==> config.mk <==
export PLATFORM = sky130hd
export DESIGN_NAME = rank_sort4
export DESIGN_NICKNAME = d
export VERILOG_FILES = /design/src/rtl/rank_sort_pkg.sv /design/src/rtl/rs_compare_stage.sv /design/src/rtl/rs_select_gen.sv /design/src/rtl/rs_out_mux.sv /design/src/rtl/rank_sort4.sv
export SDC_FILE = /design/constraint.sdc
export NUM_CORES = 1
export LEC_CHECK = 0
export ABC_AREA = 1
export BUFFER_PORTS_ARGS = -buffer_cell sky130_fd_sc_hd__clkbuf_2
export CAP_MARGIN = 20
export CORE_ASPECT_RATIO = 1.2
export CORE_UTILIZATION = 59
export DETAILED_ROUTE_END_ITERATION = 7
export MAX_ROUTING_LAYER = met4
export PLACE_DENSITY = 0.95
export SYNTH_ARGS = -nofsm -noshare
export SYNTH_HDL_FRONTEND = slang
export SYNTH_SLANG_ARGS = --single-unit
==> constraint.sdc <==
create_clock -name clk -period 3.7 [get_ports clk]
set_clock_uncertainty 0.2 [all_clocks]
set_input_delay 0.74 -clock clk [delete_from_list [all_inputs] [get_ports clk]]
set_output_delay 0.74 -clock clk [all_outputs]
set_load 0.1 [all_outputs]
==> src/rtl/rank_sort_pkg.sv <==
package rank_sort_pkg;

  localparam int NUM   = 4;
  localparam int NPAIR = NUM * (NUM - 1) / 2;
  localparam int SEL_W = $clog2(NUM);

  typedef logic [SEL_W-1:0] sel_t;

  // Flat index of unordered pair (a, b), a < b, in row-major order.
  function automatic int pair_idx(input int a, input int b);
    int idx;
    idx = 0;
    for (int i = 0; i < NUM; i++) begin
      for (int j = i + 1; j < NUM; j++) begin
        if (i == a && j == b) return idx;
        idx++;
      end
    end
    return 0;
  endfunction

endpackage

==> src/rtl/rs_compare_stage.sv <==
module rs_compare_stage
  import rank_sort_pkg::*;
#(
  parameter int DATA_W = 8
) (
  input  logic                         clk,
  input  logic                         rst,
  input  logic                         in_valid,
  input  logic [NUM-1:0][DATA_W-1:0]   din,
  output logic [NUM-1:0][DATA_W-1:0]   data_q,
  output logic [NPAIR-1:0]             cmp_q,
  output logic                         valid_q
);

  logic [NPAIR-1:0] cmp_d;

  // Bit set when the higher-index word is strictly smaller, so ties favour the lower index.
  for (genvar a = 0; a < NUM; a++) begin : g_row
    for (genvar b = a + 1; b < NUM; b++) begin : g_col
      assign cmp_d[pair_idx(a, b)] = din[b] < din[a];
    end
  end

  always_ff @(posedge clk) begin
    data_q <= din;
    cmp_q  <= cmp_d;
  end

  always_ff @(posedge clk) begin
    if (rst) valid_q <= 1'b0;
    else     valid_q <= in_valid;
  end

  // valid follows input valid with one register of delay
  a_r5_valid_delay: assert property (@(posedge clk) disable iff (rst)
    1'b1 |=> (valid_q == $past(in_valid)));

  // reset clears valid on the following cycle
  a_r6_reset_clears: assert property (@(posedge clk)
    rst |=> !valid_q);

endmodule

==> src/rtl/rs_select_gen.sv <==
module rs_select_gen
  import rank_sort_pkg::*;
(
  input  logic              clk,
  input  logic              rst,
  input  logic [NPAIR-1:0]  cmp_q,
  output sel_t [NUM-1:0]    sel
);

  sel_t [NUM-1:0]          rank;
  logic [NUM-1:0][NUM-1:0] hit;   // hit[p][k]: input k lands on position p

  always_comb begin
    for (int k = 0; k < NUM; k++) begin
      int r;
      r = 0;
      for (int j = 0; j < NUM; j++) begin
        if (j < k && !cmp_q[pair_idx(j, k)]) r++;
        if (j > k &&  cmp_q[pair_idx(k, j)]) r++;
      end
      rank[k] = SEL_W'(r);
    end
  end

  always_comb begin
    for (int p = 0; p < NUM; p++) begin
      for (int k = 0; k < NUM; k++) begin
        hit[p][k] = (rank[k] == SEL_W'(p));
      end
    end
  end

  for (genvar p = 0; p < NUM; p++) begin : g_enc
    always_comb begin
      sel[p] = '0;
      for (int k = 0; k < NUM; k++) begin
        if (hit[p][k]) sel[p] = SEL_W'(k);
      end
    end

    // every output position is claimed by exactly one input
    a_r2_one_owner: assert property (@(posedge clk) disable iff (rst)
      $onehot(hit[p]));
  end

endmodule

==> src/rtl/rs_out_mux.sv <==
module rs_out_mux
  import rank_sort_pkg::*;
#(
  parameter int DATA_W = 8
) (
  input  logic [NUM-1:0][DATA_W-1:0] data_q,
  input  sel_t [NUM-1:0]             sel,
  output logic [NUM-1:0][DATA_W-1:0] dout
);

  for (genvar p = 0; p < NUM; p++) begin : g_mux
    always_comb begin
      dout[p] = data_q[0];
      for (int k = 1; k < NUM; k++) begin
        if (sel[p] == SEL_W'(k)) dout[p] = data_q[k];
      end
    end
  end

endmodule

==> src/rtl/rank_sort4.sv <==
module rank_sort4
  import rank_sort_pkg::*;
#(
  parameter int DATA_W = 8
) (
  input  logic              clk,
  input  logic              rst,
  input  logic              in_valid,
  input  logic [DATA_W-1:0] in0,
  input  logic [DATA_W-1:0] in1,
  input  logic [DATA_W-1:0] in2,
  input  logic [DATA_W-1:0] in3,
  output logic              out_valid,
  output logic [DATA_W-1:0] out0,
  output logic [DATA_W-1:0] out1,
  output logic [DATA_W-1:0] out2,
  output logic [DATA_W-1:0] out3
);

  logic [NUM-1:0][DATA_W-1:0] din;
  logic [NUM-1:0][DATA_W-1:0] data_q;
  logic [NUM-1:0][DATA_W-1:0] dout;
  logic [NPAIR-1:0]           cmp_q;
  sel_t [NUM-1:0]             sel;

  assign din = {in3, in2, in1, in0};

  rs_compare_stage #(.DATA_W(DATA_W)) u_cmp (
    .clk      (clk),
    .rst      (rst),
    .in_valid (in_valid),
    .din      (din),
    .data_q   (data_q),
    .cmp_q    (cmp_q),
    .valid_q  (out_valid)
  );

  rs_select_gen u_sel (
    .clk   (clk),
    .rst   (rst),
    .cmp_q (cmp_q),
    .sel   (sel)
  );

  rs_out_mux #(.DATA_W(DATA_W)) u_mux (
    .data_q (data_q),
    .sel    (sel),
    .dout   (dout)
  );

  assign out0 = dout[0];
  assign out1 = dout[1];
  assign out2 = dout[2];
  assign out3 = dout[3];

  // ascending order at the outputs
  a_r1_ascending: assert property (@(posedge clk) disable iff (rst)
    out_valid |-> (out0 <= out1 && out1 <= out2 && out2 <= out3));

  // the smallest output bounds every input of the previous edge
  a_r3_min_bound: assert property (@(posedge clk) disable iff (rst)
    $past(in_valid) |=> (out0 <= $past(in0) && out0 <= $past(in1) &&
                         out0 <= $past(in2) && out0 <= $past(in3)));

  // the largest output bounds every input of the previous edge
  a_r3_max_bound: assert property (@(posedge clk) disable iff (rst)
    $past(in_valid) |=> (out3 >= $past(in0) && out3 >= $past(in1) &&
                         out3 >= $past(in2) && out3 >= $past(in3)));

endmodule

======== After elaboration in Yosys (flattened, before gate mapping) ========
Index checks and enable logic that the tools add are counted.
operators by class
  equal/unequal tests ..................... 21
  $add $sub $neg .......................... 6
  order comparisons ....................... 6
  mux-type cells .......................... 33
  reductions and logical operators ........ 3
operators with widths
  kind                                                 count
  two-way mux 8 bit                                    12
  < comparator 8 bit                                   6
  equality test 2 bit, second input constant           14
  two-way mux 2 bit                                    14
  equality test 2 x 1 -> 1 bit, second input constant  7
  two-way mux 1 bit                                    7
  adder 2 bit, second input constant                   3
  logical NOT 2 bit                                    3
  adder 1 x 1 -> 2 bit, second input constant          2
  adder 2 x 1 -> 2 bit, second input constant          1
storage, ports and cells
  register bits ........................... 39

======== Logic depth before layout (Yosys ltp) ========
Gate-level depths: netlist of the first run.
  depth in word-level cells ............... 13
  depth in mapped cells ................... 11
  gate-level depth less buffers ........... 11

======== Modules after synthesis ========
From an unflattened synthesis of the first run, not the netlist that was laid out.
second synthesis, totals
  cell total of the unflattened synthesis .. 538
  area, all modules ....................... 3363.2 sq um
by module, submodules not included
  module            cells an instance  instances  area each (sq um)
  rs_compare_stage  203                1          1824.2
  rs_out_mux        260                1          1122.3
  rs_select_gen     75                 1          416.6

======== Worst setup path before layout of the first run ========
OpenSTA, ideal clock, no wires.
  path type ............................... reg2out
  start point ............................. register u_cmp.cmp_q[4]
  end point ............................... output port out3[0]
  setup slack ............................. -134 ps
  cell stages (with the launch flop) ...... 12
  required time ........................... 2760 ps
  buffers on the path ..................... 0
  data arrival time ....................... 2894 ps
  path through ............................ dfxtp_1 > inv_1 > ha_1 > inv_1 > nand2_1 > nand2_4 > inv_4 > nand2_8 > o21ai_4 > nor2_4 > nand2_1 > a21oi_1
on the way
  word-level cells in the longest chain between the ends .. 9
RTL lines
  element                                                      RTL line                                  text
  start, declared                                              rs_compare_stage.sv:11                    output logic [NPAIR-1:0] cmp_q,
  start signal, assigned                                       rs_compare_stage.sv:26                    cmp_q <= cmp_d;
  two-way mux 2 bit (on tied branches)                         rs_select_gen.sv:18, rs_select_gen.sv:19
  adder 2 x 1 -> 2 bit or equality test 2 bit (tied branches)  rs_select_gen.sv:18, rs_select_gen.sv:28
  two-way mux 2 bit or two-way mux 1 bit (tied branches)       rs_select_gen.sv:18, rs_select_gen.sv:37
  equality test 2 bit or two-way mux 2 bit (tied branches)     rs_select_gen.sv:28, rs_select_gen.sv:37
  two-way mux 2 bit (*)                                        rs_select_gen.sv:37                       if (hit[p][k]) sel[p] = SEL_W'(k);
  equality test 2 x 1 -> 1 bit                                 rs_out_mux.sv:15                          if (sel[p] == SEL_W'(k)) dout[p] = data_q[k];
  two-way mux 8 bit (2 in series)                              rs_out_mux.sv:15
  two-way mux 8 bit (*)                                        rs_out_mux.sv:15
  end, declared                                                rank_sort4.sv:17                          output logic [DATA_W-1:0] out3
Every way passes the cells marked *; elsewhere a longest branch is shown, timed or not.

======== Final worst setup path of the first run ========
  start point ............................. register u_cmp.cmp_q[4]
  end point ............................... output port out2[2]
on the way
  word-level cells in the longest chain between the ends .. 9
RTL lines
  element                                                      RTL line                                  text
  two-way mux 2 bit (on tied branches)                         rs_select_gen.sv:18, rs_select_gen.sv:19
  adder 2 x 1 -> 2 bit or equality test 2 bit (tied branches)  rs_select_gen.sv:18, rs_select_gen.sv:28
  two-way mux 2 bit or two-way mux 1 bit (tied branches)       rs_select_gen.sv:18, rs_select_gen.sv:37
  equality test 2 bit or two-way mux 2 bit (tied branches)     rs_select_gen.sv:28, rs_select_gen.sv:37
  two-way mux 2 bit (*)                                        rs_select_gen.sv:37
  equality test 2 x 1 -> 1 bit                                 rs_out_mux.sv:15
  two-way mux 8 bit (2 in series)                              rs_out_mux.sv:15
  two-way mux 8 bit (*)                                        rs_out_mux.sv:15
  end, declared                                                rank_sort4.sv:16                          output logic [DATA_W-1:0] out2,
Marked as above.

==> results of run 1 <==
-- per-stage QoR --
step	util	cell area (µm²)	power (mW)
after floorplan	-	3100	2.25
after global placement	0.713	3500	2.55
after global routing	0.750	3680	3.13
final	0.750	3680	3.03
after CTS	0.741	3630	2.96
after detailed placement	0.713	3500	2.57
-- logic make-up after synthesis --
kind of cell | Yosys count | share of synthesized area
flip-flops | 39 | 0.262
AO/OA/AOI/OAI | 138 | 0.272
AND/OR/NAND/NOR | 103 | 0.167
adder cells (fa/ha/maj) | 52 | 0.218
buffers and inverters | 61 | 0.0814
-- Yosys cell counts, types with 2 or more instances --
library cell / number
a21oi_1: 86
nand2_1: 71
inv_1: 54
ha_1: 52
dfxtp_1: 39
o22ai_1: 31
nor2_1: 7
nor3_1: 6
o31ai_1: 6
nand3_1: 5
inv_2: 4
nand2_2: 4
o21ai_4: 4
a21boi_0: 3
nand2_4: 3
nor2_4: 3
o211ai_1: 3
o21ai_0: 3
nand2_8: 2
o21ai_2: 2
-- area by class of cell --
cell class                      instances  area [µm²]
Clock inverter                          2        35.0
Fill cell                             345        1230
Inverter                               59         224
Timing Repair Buffer                   68         403
Clock buffer                            6        82.6
Tap cell                               60        75.1
Sequential cell                        39         781
Multi-Input combinational cell        293        2080
-- worst max-delay path, cell delays in order, from the launching register on --
cell	delay, ps
dfxtp_1	430
inv_1	140
ha_1	350
inv_1	60
nand2_1	110
nand2_4	90
nand2_4	160
o21ai_4	150
nor2_4	240
nand2_1	100
a21oi_2	120
clkbuf_2	460
-- final timing paths --
check	from	end	slack, ps	depth (start not counted)
worst min-delay path	in0[1]	u_cmp.data_q[1]	360	1
worst max-delay path	u_cmp.cmp_q[4]	out2[2]	50	11
-- sequential cells by signal, summed over array words and instances, names as in the netlist --
| register | flops |
|---|---|
| u_cmp.data_q | 32 |
| u_cmp.cmp_q | 6 |
| u_cmp.valid_q | 1 |
-- power breakdown --
part	switching [mW]	internal, mW
registers	0.0376	0.448
clock network	0.154	0.218
logic	1.73	0.441
-- repair_timing --
action,in CTS,in global routing
endpoints found under the setup margin,7,29
hold buffers,0,0
setup buffers,0,0
resized for setup,7,40
-- per-layer routing --
metal | track usage | vias up | routed length [µm] | share of wire
li1 | - | 1516 | - | -
met1 | 0.415 | 1490 | 3580 | 0.39
met2 | 0.649 | 205 | 4760 | 0.51
met3 | 0.0386 | 45 | 593 | 0.064
met4 | 0.179 | 0 | 363 | 0.039
met5 | - | - | 0 | 0
==> results.py, run 1 <==
metrics = {
    "status": {
        "status": "finished, final reports clean",
    },
    "clock_tree": {
        "clock_path_buffers": 2,
        "clk_pin_slew_ps": 70,
        "cts_root_buf": "clkbuf_8",
        "cts.sinks": 39,
        "numCtsBuffers": 5,
        "cts_tree": "built",
        "h-tree-depth": 2,
    },
    "global_route": {
        "track_usage": 0.372,
        "grt_pass1_wl_um": 14700,
        "grt_pass1_vias": 3156,
        "grt_max_degree": 13,
        "antenna_found_initial": 0,
        "grt_overflow_total": 0,
    },
    "logic_synthesis": {
        "ys.flop_type": "dfxtp_1",
        "synth_seq_cells": 39,
        "synthArstFlopShare": 0,
        "synth-edff-count": 0,
        "synth_area_um2": 2980,
        "syn_nets": 480,
        "yosysWarnings": 0,
        "ys_top_cells_by_area": "dfxtp_1 26%, ha_1 22%, a21oi_1 14%",
        "yosysTopAreaCellShare": 0.262,
        "ys_types": 25,
        "ys_seq_area_frac": 0.262,
        "syn_inst": 393,
        "syn_area_per_cell_um2": 7.59,
        "synth_top_area_cell": "dfxtp_1",
    },
    "floorplanning": {
        "num_rows": 28,
        "die_h_um": 79.9,
        "die_w_um": 66.9,
        "start_util": 0.608,
        "dieArea_um2": 5350,
        "core_area_um2": 4900,
        "io_pins": 68,
    },
    "sta": {
        "grt_setup_unrepaired": "no",
        "hold_slack_ps": 361,
        "setup_ws_ps": 48.0,
        "fmax_mhz": 274,
        "final_hold_viol_count": 0,
        "finalCritPeriodShare": 0.987,
        "final_max_slew_viol_count": 0,
        "fin_setup_tns_ps": 0,
        "min_period_ps": 3650,
        "max-slew-margin-rel": 0.637,
        "worst_pin_slew_ps": 546,
        "setup_viol": 0,
    },
    "route": {
        "wire_per_inst_um": 17.6,
        "drc": 0,
        "ant_nets": 0,
        "dr.pass1.iters": 5,
        "drt-initial-drc-count": 471,
        "viasPerCell": 6.18,
        "totalWireLength_um": 9300,
        "vias": 3256,
    },
    "worst_setup_path": {
        "critPathCaptureType": "primary output",
        "critPathKind": "flip-flop to primary output",
        "crit_fanout": 10,
        "required_ps": 2760,
        "cp.arrival_ps": 2710,
        "start_kind": "flip-flop",
    },
    "place": {
        "post-place-cells": 519,
        "gp_congestion": 1.01,
        "place_ws_ps": 331,
        "portBuffers": 67,
        "place_hpwl_um": 7040,
    },
    "power": {
        "power_leakage_nw": 1.83,
        "ir_drop_mv": 0.395,
        "power_density_nw_per_um2": 823,
    },
    "hold_path": {
        "hold_path.class": "input pin to flip-flop",
    },
    "run": {
        "maxCapViolations": 0,
    },
    "finish": {
        "area_delta_synth_final_pct": 23.3,
        "finalNonFillerCells": 527,
        "antenna_cells": 0,
        "final_nets": 553,
        "mostFrequentLayoutCells": "70 x nand2_1, 55 x a21oi_1, 54 x inv_1",
        "final_layout_size_suffix_gt1_frac": 0.283,
        "layout_commonest_cell": "nand2_1",
    },
}
Note: power is estimated with default switching activity, not from simulation.
==> run 2: changes to the inputs <==
--- a/config.mk
+++ b/config.mk
@@ -13,6 +13,7 @@
 export DETAILED_ROUTE_END_ITERATION = 7
 export MAX_ROUTING_LAYER = met4
 export PLACE_DENSITY = 0.95
+export SETUP_SLACK_MARGIN = 0.15
 export SYNTH_ARGS = -nofsm -noshare
 export SYNTH_HDL_FRONTEND = slang
 export SYNTH_SLANG_ARGS = --single-unit
==> results.py, run 2 (synthesis gave the netlist of run 1 again) <==
metrics = {
    "power": {
        "swShare": 0.623,
        "p_seq_frac": 0.157,
        "p_total_mw": 3.10,
        "power_density_nw_per_um2": 829,
        "ir_drop_mv": 0.416,
        "pwr-share-clk": 0.120,
        "p_sw_mw": 1.93,
        "combPwrFrac": 0.723,
        "power_leakage_nw": 1.85,
        "intPower_mw": 1.17,
    },
    "global_route": {
        "grt_pass1_vias": 3162,
        "grt_overflow_total": 0,
        "grt_pass1_wl_um": 14700,
        "grt_max_degree": 13,
        "track_usage": 0.372,
        "antenna_found_initial": 0,
    },
    "clock_tree": {
        "cts.sinks": 39,
        "cts_root_buf": "clkbuf_8",
        "clock_path_buffers": 2,
        "numCtsBuffers": 5,
        "h-tree-depth": 2,
        "cts_tree": "built",
        "clk_pin_slew_ps": 80,
        "postCtsHoldBufs": 0,
    },
    "place": {
        "placed_area_um2": 3500,
        "portBuffers": 67,
        "place_hpwl_um": 7040,
        "gp_congestion": 1.01,
    },
    "worst_setup_path": {
        "critPathCaptureType": "primary output",
        "path_delay_family": "simple AND/OR/NAND/NOR gates",
        "start_kind": "flip-flop",
        "critPathMaxStageDelay_ps": 380,
        "worstPathCellList": "inv_1 -> ha_1 -> inv_1 -> nand2_1 -> nand2_4 -> nand2_4 -> o21ai_4 -> nor2_4 -> nand2_1 -> a21oi_2 -> clkbuf_4",
        "critPathSlowestCell": "dfxtp_2",
        "path_buf_inv": 3,
        "cp.arrival_ps": 2510,
        "crit_fanout": 10,
        "critPathKind": "flip-flop to primary output",
        "required_ps": 2760,
    },
    "sta": {
        "finalCritPeriodShare": 0.933,
        "max-slew-margin-rel": 0.641,
        "final_max_slew_viol_count": 0,
        "fmax_mhz": 290,
        "worst_pin_slew_ps": 541,
        "grt_setup_unrepaired": "no",
        "fin_setup_tns_ps": 0,
        "min_period_ps": 3450,
        "final_hold_viol_count": 0,
        "setup_viol": 0,
    },
    "hold_path": {
        "holdPathEnd": "u_cmp.data_q[4]",
        "min-delay-start": "in0[4]",
        "worstHoldPathCells": 1,
        "hold_path.class": "input pin to flip-flop",
    },
    "finish": {
        "final_nets": 553,
        "top_regs": "u_cmp.data_q x32, u_cmp.cmp_q x6, u_cmp.valid_q x1",
        "largest_register": "u_cmp.data_q",
        "layout_commonest_cell": "nand2_1",
        "mostFrequentLayoutCells": "70 x nand2_1, 55 x a21oi_1, 54 x inv_1",
        "fin_util": 0.763,
        "antenna_cells": 0,
        "final_area_um2": 3740,
        "area_delta_synth_final_pct": 25.4,
        "final_layout_size_suffix_gt1_frac": 0.285,
        "largest_register_ffs": 32,
    },
    "run": {
        "maxCapViolations": 0,
    },
    "route": {
        "viasPerCell": 6.22,
        "drc": 0,
        "drt-initial-drc-count": 557,
        "totalWireLength_um": 9280,
        "wire_per_inst_um": 17.6,
        "dr.pass1.iters": 6,
        "ant_nets": 0,
        "vias": 3280,
    },
    "floorplanning": {
        "io_pins": 68,
        "die_h_um": 79.9,
        "dieArea_um2": 5350,
        "core_area_um2": 4900,
        "die_w_um": 66.9,
        "num_rows": 28,
        "start_util": 0.608,
    },
    "status": {
        "status": "finished, final reports clean",
    },
}
[run 2: power by group through the flow]
stage          Clock, mW  Combinational, mW  Sequential [mW]
6_report           0.372               2.24            0.486
2_1_floorplan          0               1.77            0.482
3_3_place_gp           0               2.05            0.491
4_1_cts            0.366               2.17            0.483
5_1_grt            0.384               2.33            0.489
3_5_place_dp           0               2.08            0.492
[run 2: worst max-delay path by stage]
stage,from,endpoint,slack [ps],cells after the start
4_1_cts,u_cmp.cmp_q[4],out0[1],100,11
2_1_floorplan,u_cmp.cmp_q[4],out3[0],410,11
5_1_grt,u_cmp.cmp_q[0],out2[5],160,10
3_3_place_gp,u_cmp.cmp_q[4],out0[6],480,11
6_report,u_cmp.cmp_q[4],out2[6],250,11
3_5_place_dp,u_cmp.cmp_q[4],out0[1],330,11
[run 2: layer usage]
metal | share of wire | GRT usage | wire length [µm] | up-vias
li1 | - | - | - | 1519
met1 | 0.39 | 0.414 | 3590 | 1511
met2 | 0.51 | 0.652 | 4760 | 206
met3 | 0.062 | 0.0386 | 577 | 44
met4 | 0.038 | 0.179 | 350 | 0
met5 | 0 | - | 0 | -
[run 2: timing repair]
action | 4_1_cts | 5_1_grt
pin swaps | 0 | 1
setup buffers | 0 | 0
endpoints found under the hold margin | 0 | 0
endpoints found under the setup margin | 32 | 32
resized for setup | 32 | 32
[run 2: final cells by class]
| type | instances | area (µm²) |
|---|---|---|
| clock buffer | 6 | 82.6 |
| sequential | 39 | 782 |
| clock inverter | 2 | 35.0 |
| tap | 60 | 75.1 |
| inverter | 59 | 224 |
| timing repair buffer | 68 | 464 |
| multi-input combinational | 293 | 2080 |
| fill | 340 | 1160 |
[run 2: per-stage QoR]
| step | std cells | hold WS [ps] | setup WS [ps] |
|---|---|---|---|
| after floorplan | 393 | 568 | 413 |
| after global placement | 519 | 661 | 475 |
| after detailed placement | 519 | 660 | 331 |
| after CTS | 527 | 361 | 105 |
| after global routing | 527 | 363 | 157 |
| final | 527 | 362 | 248 |
==> run 3: changes to the inputs <==
--- a/config.mk
+++ b/config.mk
@@ -5,11 +5,10 @@
 export SDC_FILE = /design/constraint.sdc
 export NUM_CORES = 1
 export LEC_CHECK = 0
-export ABC_AREA = 1
 export BUFFER_PORTS_ARGS = -buffer_cell sky130_fd_sc_hd__clkbuf_2
 export CAP_MARGIN = 20
 export CORE_ASPECT_RATIO = 1.2
-export CORE_UTILIZATION = 59
+export CORE_UTILIZATION = 60
 export DETAILED_ROUTE_END_ITERATION = 7
 export MAX_ROUTING_LAYER = met4
 export PLACE_DENSITY = 0.95
==> results.py, run 3 <==
metrics = {
    "worst_setup_path": {
        "critPathMaxStageDelay_ps": 510,
        "required_ps": 2760,
        "worstPathCellList": "inv_1 -> ha_2 -> and3b_1 -> a21oi_4 -> or3b_4 -> a2bb2oi_2 -> buf_12",
        "critPathCaptureType": "primary output",
        "start_kind": "flip-flop",
        "crit_fanout": 11,
        "cp.arrival_ps": 2540,
        "critPathSlowestCell": "or3b_4",
        "critPathKind": "flip-flop to primary output",
    },
    "power": {
        "p_total_mw": 3.44,
        "swShare": 0.546,
        "p_seq_frac": 0.143,
        "power_density_nw_per_um2": 792,
        "ir_drop_mv": 0.485,
        "p_sw_mw": 1.88,
        "pwr-share-clk": 0.121,
        "intPower_mw": 1.56,
        "power_leakage_nw": 2.02,
        "combPwrFrac": 0.736,
    },
    "logic_synthesis": {
        "syn_area_per_cell_um2": 9.07,
        "synth_xor_area_frac": 0,
        "ys.flop_type": "dfxtp_1",
        "yosysTopAreaCellShare": 0.233,
        "synth_top_family_by_area": "compound AO/OA/AOI/OAI gates",
        "ys_top_cells_by_area": "dfxtp_1 23%, ha_1 19%, a2bb2oi_1 5.5%",
        "yosys.area_share.simple": 0.177,
        "ys_types": 50,
        "synth_area_um2": 3360,
        "syn_nets": 457,
        "syn_inst": 370,
        "synth_compound_area_frac": 0.323,
        "synthArstFlopShare": 0,
        "synth-edff-count": 0,
        "synth_seq_cells": 39,
        "yosysMostFrequentCell": "ha_1",
        "synth_fa_ha_area_frac": 0.194,
        "synth_top_area_cell": "dfxtp_1",
        "ys_seq_area_frac": 0.233,
        "yosysWarnings": 0,
        "synthTopCellsByCount": "52 x ha_1, 39 x dfxtp_1, 38 x nand2_1",
        "muxShareOfSynthArea": 0.0145,
    },
    "sta": {
        "finalCritPeriodShare": 0.940,
        "grt_setup_unrepaired": "no",
        "final_hold_viol_count": 0,
        "min_period_ps": 3480,
        "max-slew-margin-rel": 0.517,
        "final_max_slew_viol_count": 0,
        "worst_pin_slew_ps": 719,
        "setup_viol": 0,
        "fmax_mhz": 287,
    },
    "clock_tree": {
        "clk_pin_slew_ps": 80,
        "cts_root_buf": "clkbuf_8",
        "cts_tree": "built",
        "cts_setup_buffers": 0,
        "cts.sinks": 39,
        "h-tree-depth": 2,
        "clock_path_buffers": 2,
        "numCtsBuffers": 5,
    },
    "status": {
        "status": "finished, final reports clean",
    },
    "global_route": {
        "antenna_found_initial": 0,
        "grt_max_degree": 23,
        "grt_pass1_wl_um": 17400,
        "grt_overflow_total": 0,
        "grt_pass1_vias": 3644,
        "track_usage": 0.377,
    },
    "finish": {
        "final_nets": 523,
        "antenna_cells": 0,
        "area_delta_synth_final_pct": 29.6,
        "top_regs": "u_cmp.data_q x32, u_cmp.cmp_q x6, u_cmp.valid_q x1",
        "final_area_um2": 4350,
        "layout_commonest_cell": "ha_1",
        "final_layout_size_suffix_gt1_frac": 0.277,
        "largest_register": "u_cmp.data_q",
        "largest_register_ffs": 32,
        "mostFrequentLayoutCells": "49 x ha_1, 39 x dfxtp_1, 38 x nand2_1",
    },
    "route": {
        "drt-initial-drc-count": 437,
        "vias": 3654,
        "ant_nets": 0,
        "drc": 0,
        "totalWireLength_um": 10800,
        "dr.pass1.iters": 6,
        "viasPerCell": 7.32,
        "wire_per_inst_um": 21.6,
    },
    "hold_path": {
        "hold_path.class": "input pin to flip-flop",
        "worstHoldPathCells": 1,
        "holdPathEnd": "u_cmp.data_q[7]",
        "min-delay-start": "in0[7]",
    },
    "floorplanning": {
        "die_h_um": 83.9,
        "dieArea_um2": 5900,
        "num_rows": 29,
        "io_pins": 68,
        "core_area_um2": 5330,
        "start_util": 0.629,
        "die_w_um": 70.3,
    },
    "place": {
        "portBuffers": 67,
        "place_hpwl_um": 8280,
        "placed_area_um2": 4170,
        "gp_congestion": 0.984,
    },
    "run": {
        "maxCapViolations": 0,
    },
}
## run 3: cell types whose count changed after synthesis, moves of 8 or more
cell	previous run	this run
a21oi_1	86	12
or4b_1	0	8
nand3_1	5	16
nand2_1	71	38
a21o_1	0	22
o31a_1	0	10
o22ai_1	31	0
o311ai_0	0	20
inv_1	54	27
o21ai_0	3	13
a2bb2oi_1	0	21
## run 3: power by group through the flow
stage | combinational (mW) | clock (mW) | sequential, mW
2_1_floorplan | 1.75 | 0 | 0.484
3_5_place_dp | 2.48 | 0 | 0.497
3_3_place_gp | 2.42 | 0 | 0.493
6_report | 2.53 | 0.418 | 0.492
4_1_cts | 2.50 | 0.414 | 0.488
5_1_grt | 2.60 | 0.444 | 0.495
## run 3: cell families (layout without fill, tap and decap cells)
kind of cell,Yosys count,after routing
AOI/OAI and AO/OA,134,134
and+or+nand+nor,102,102
adders and majority gates,52,52
buffers and inverters,40,107
DFF,39,39
muxes,3,3
## run 3: final cells by class
class	count	area [µm²]
sequential	39	781
tap	62	77.6
clock buffer	6	72.6
fill	281	985
inverter	27	101
clock inverter	2	60.1
multi-input combinational	291	2500
timing repair buffer	72	753
## run 3: what timing repair did
| action | in CTS | in global routing |
|---|---|---|
| resized for setup | 5 | 7 |
| endpoints found under the setup margin | 24 | 30 |
| endpoints found under the hold margin | 0 | 0 |
| hold buffers | 0 | 0 |
## run 3: routing by layer
layer	global-route usage	vias to the layer above	part of all wire
met3	0.0495	70	0.088
met5	-	-	0
met1	0.426	1704	0.36
met2	0.619	294	0.50
met4	0.244	0	0.053
li1	-	1586	-
## run 3: critical path, delay by kind of cell (launching register included)
| kind | cells | cell delay (ps) |
|---|---|---|
| flops | 1 | 350 |
| compound gates | 2 | 420 |
| buf+inv | 2 | 260 |
| simple gates | 2 | 760 |
| fa+ha+maj | 1 | 440 |
## run 3: per-stage QoR
step / std cells / worst slack [ps] / TNS [ps] / utilization / hold slack, ps
after floorplan: 370 / -526 / -4210 / - / 568
after global placement: 491 / 406 / 0 / 0.782 / 661
after detailed placement: 491 / 310 / 0 / 0.782 / 661
after CTS: 499 / 175 / 0 / 0.811 / 357
after global routing: 499 / 150 / 0 / 0.815 / 351
final: 499 / 221 / 0 / 0.815 / 355
## run 3: worst max path at each step
| stage | startpoint | slack (ps) | to | depth (start not counted) |
|---|---|---|---|---|
| detailed placement | u_cmp.cmp_q[3] | 310 | out3[2] | 7 |
| floorplan | u_cmp.cmp_q[4] | -530 | out2[0] | 8 |
| global route | u_cmp.cmp_q[0] | 150 | out1[4] | 7 |
| CTS | u_cmp.cmp_q[4] | 180 | out2[4] | 7 |
| finish | u_cmp.cmp_q[0] | 220 | out1[5] | 7 |
| global placement | u_cmp.cmp_q[3] | 410 | out3[7] | 7 |
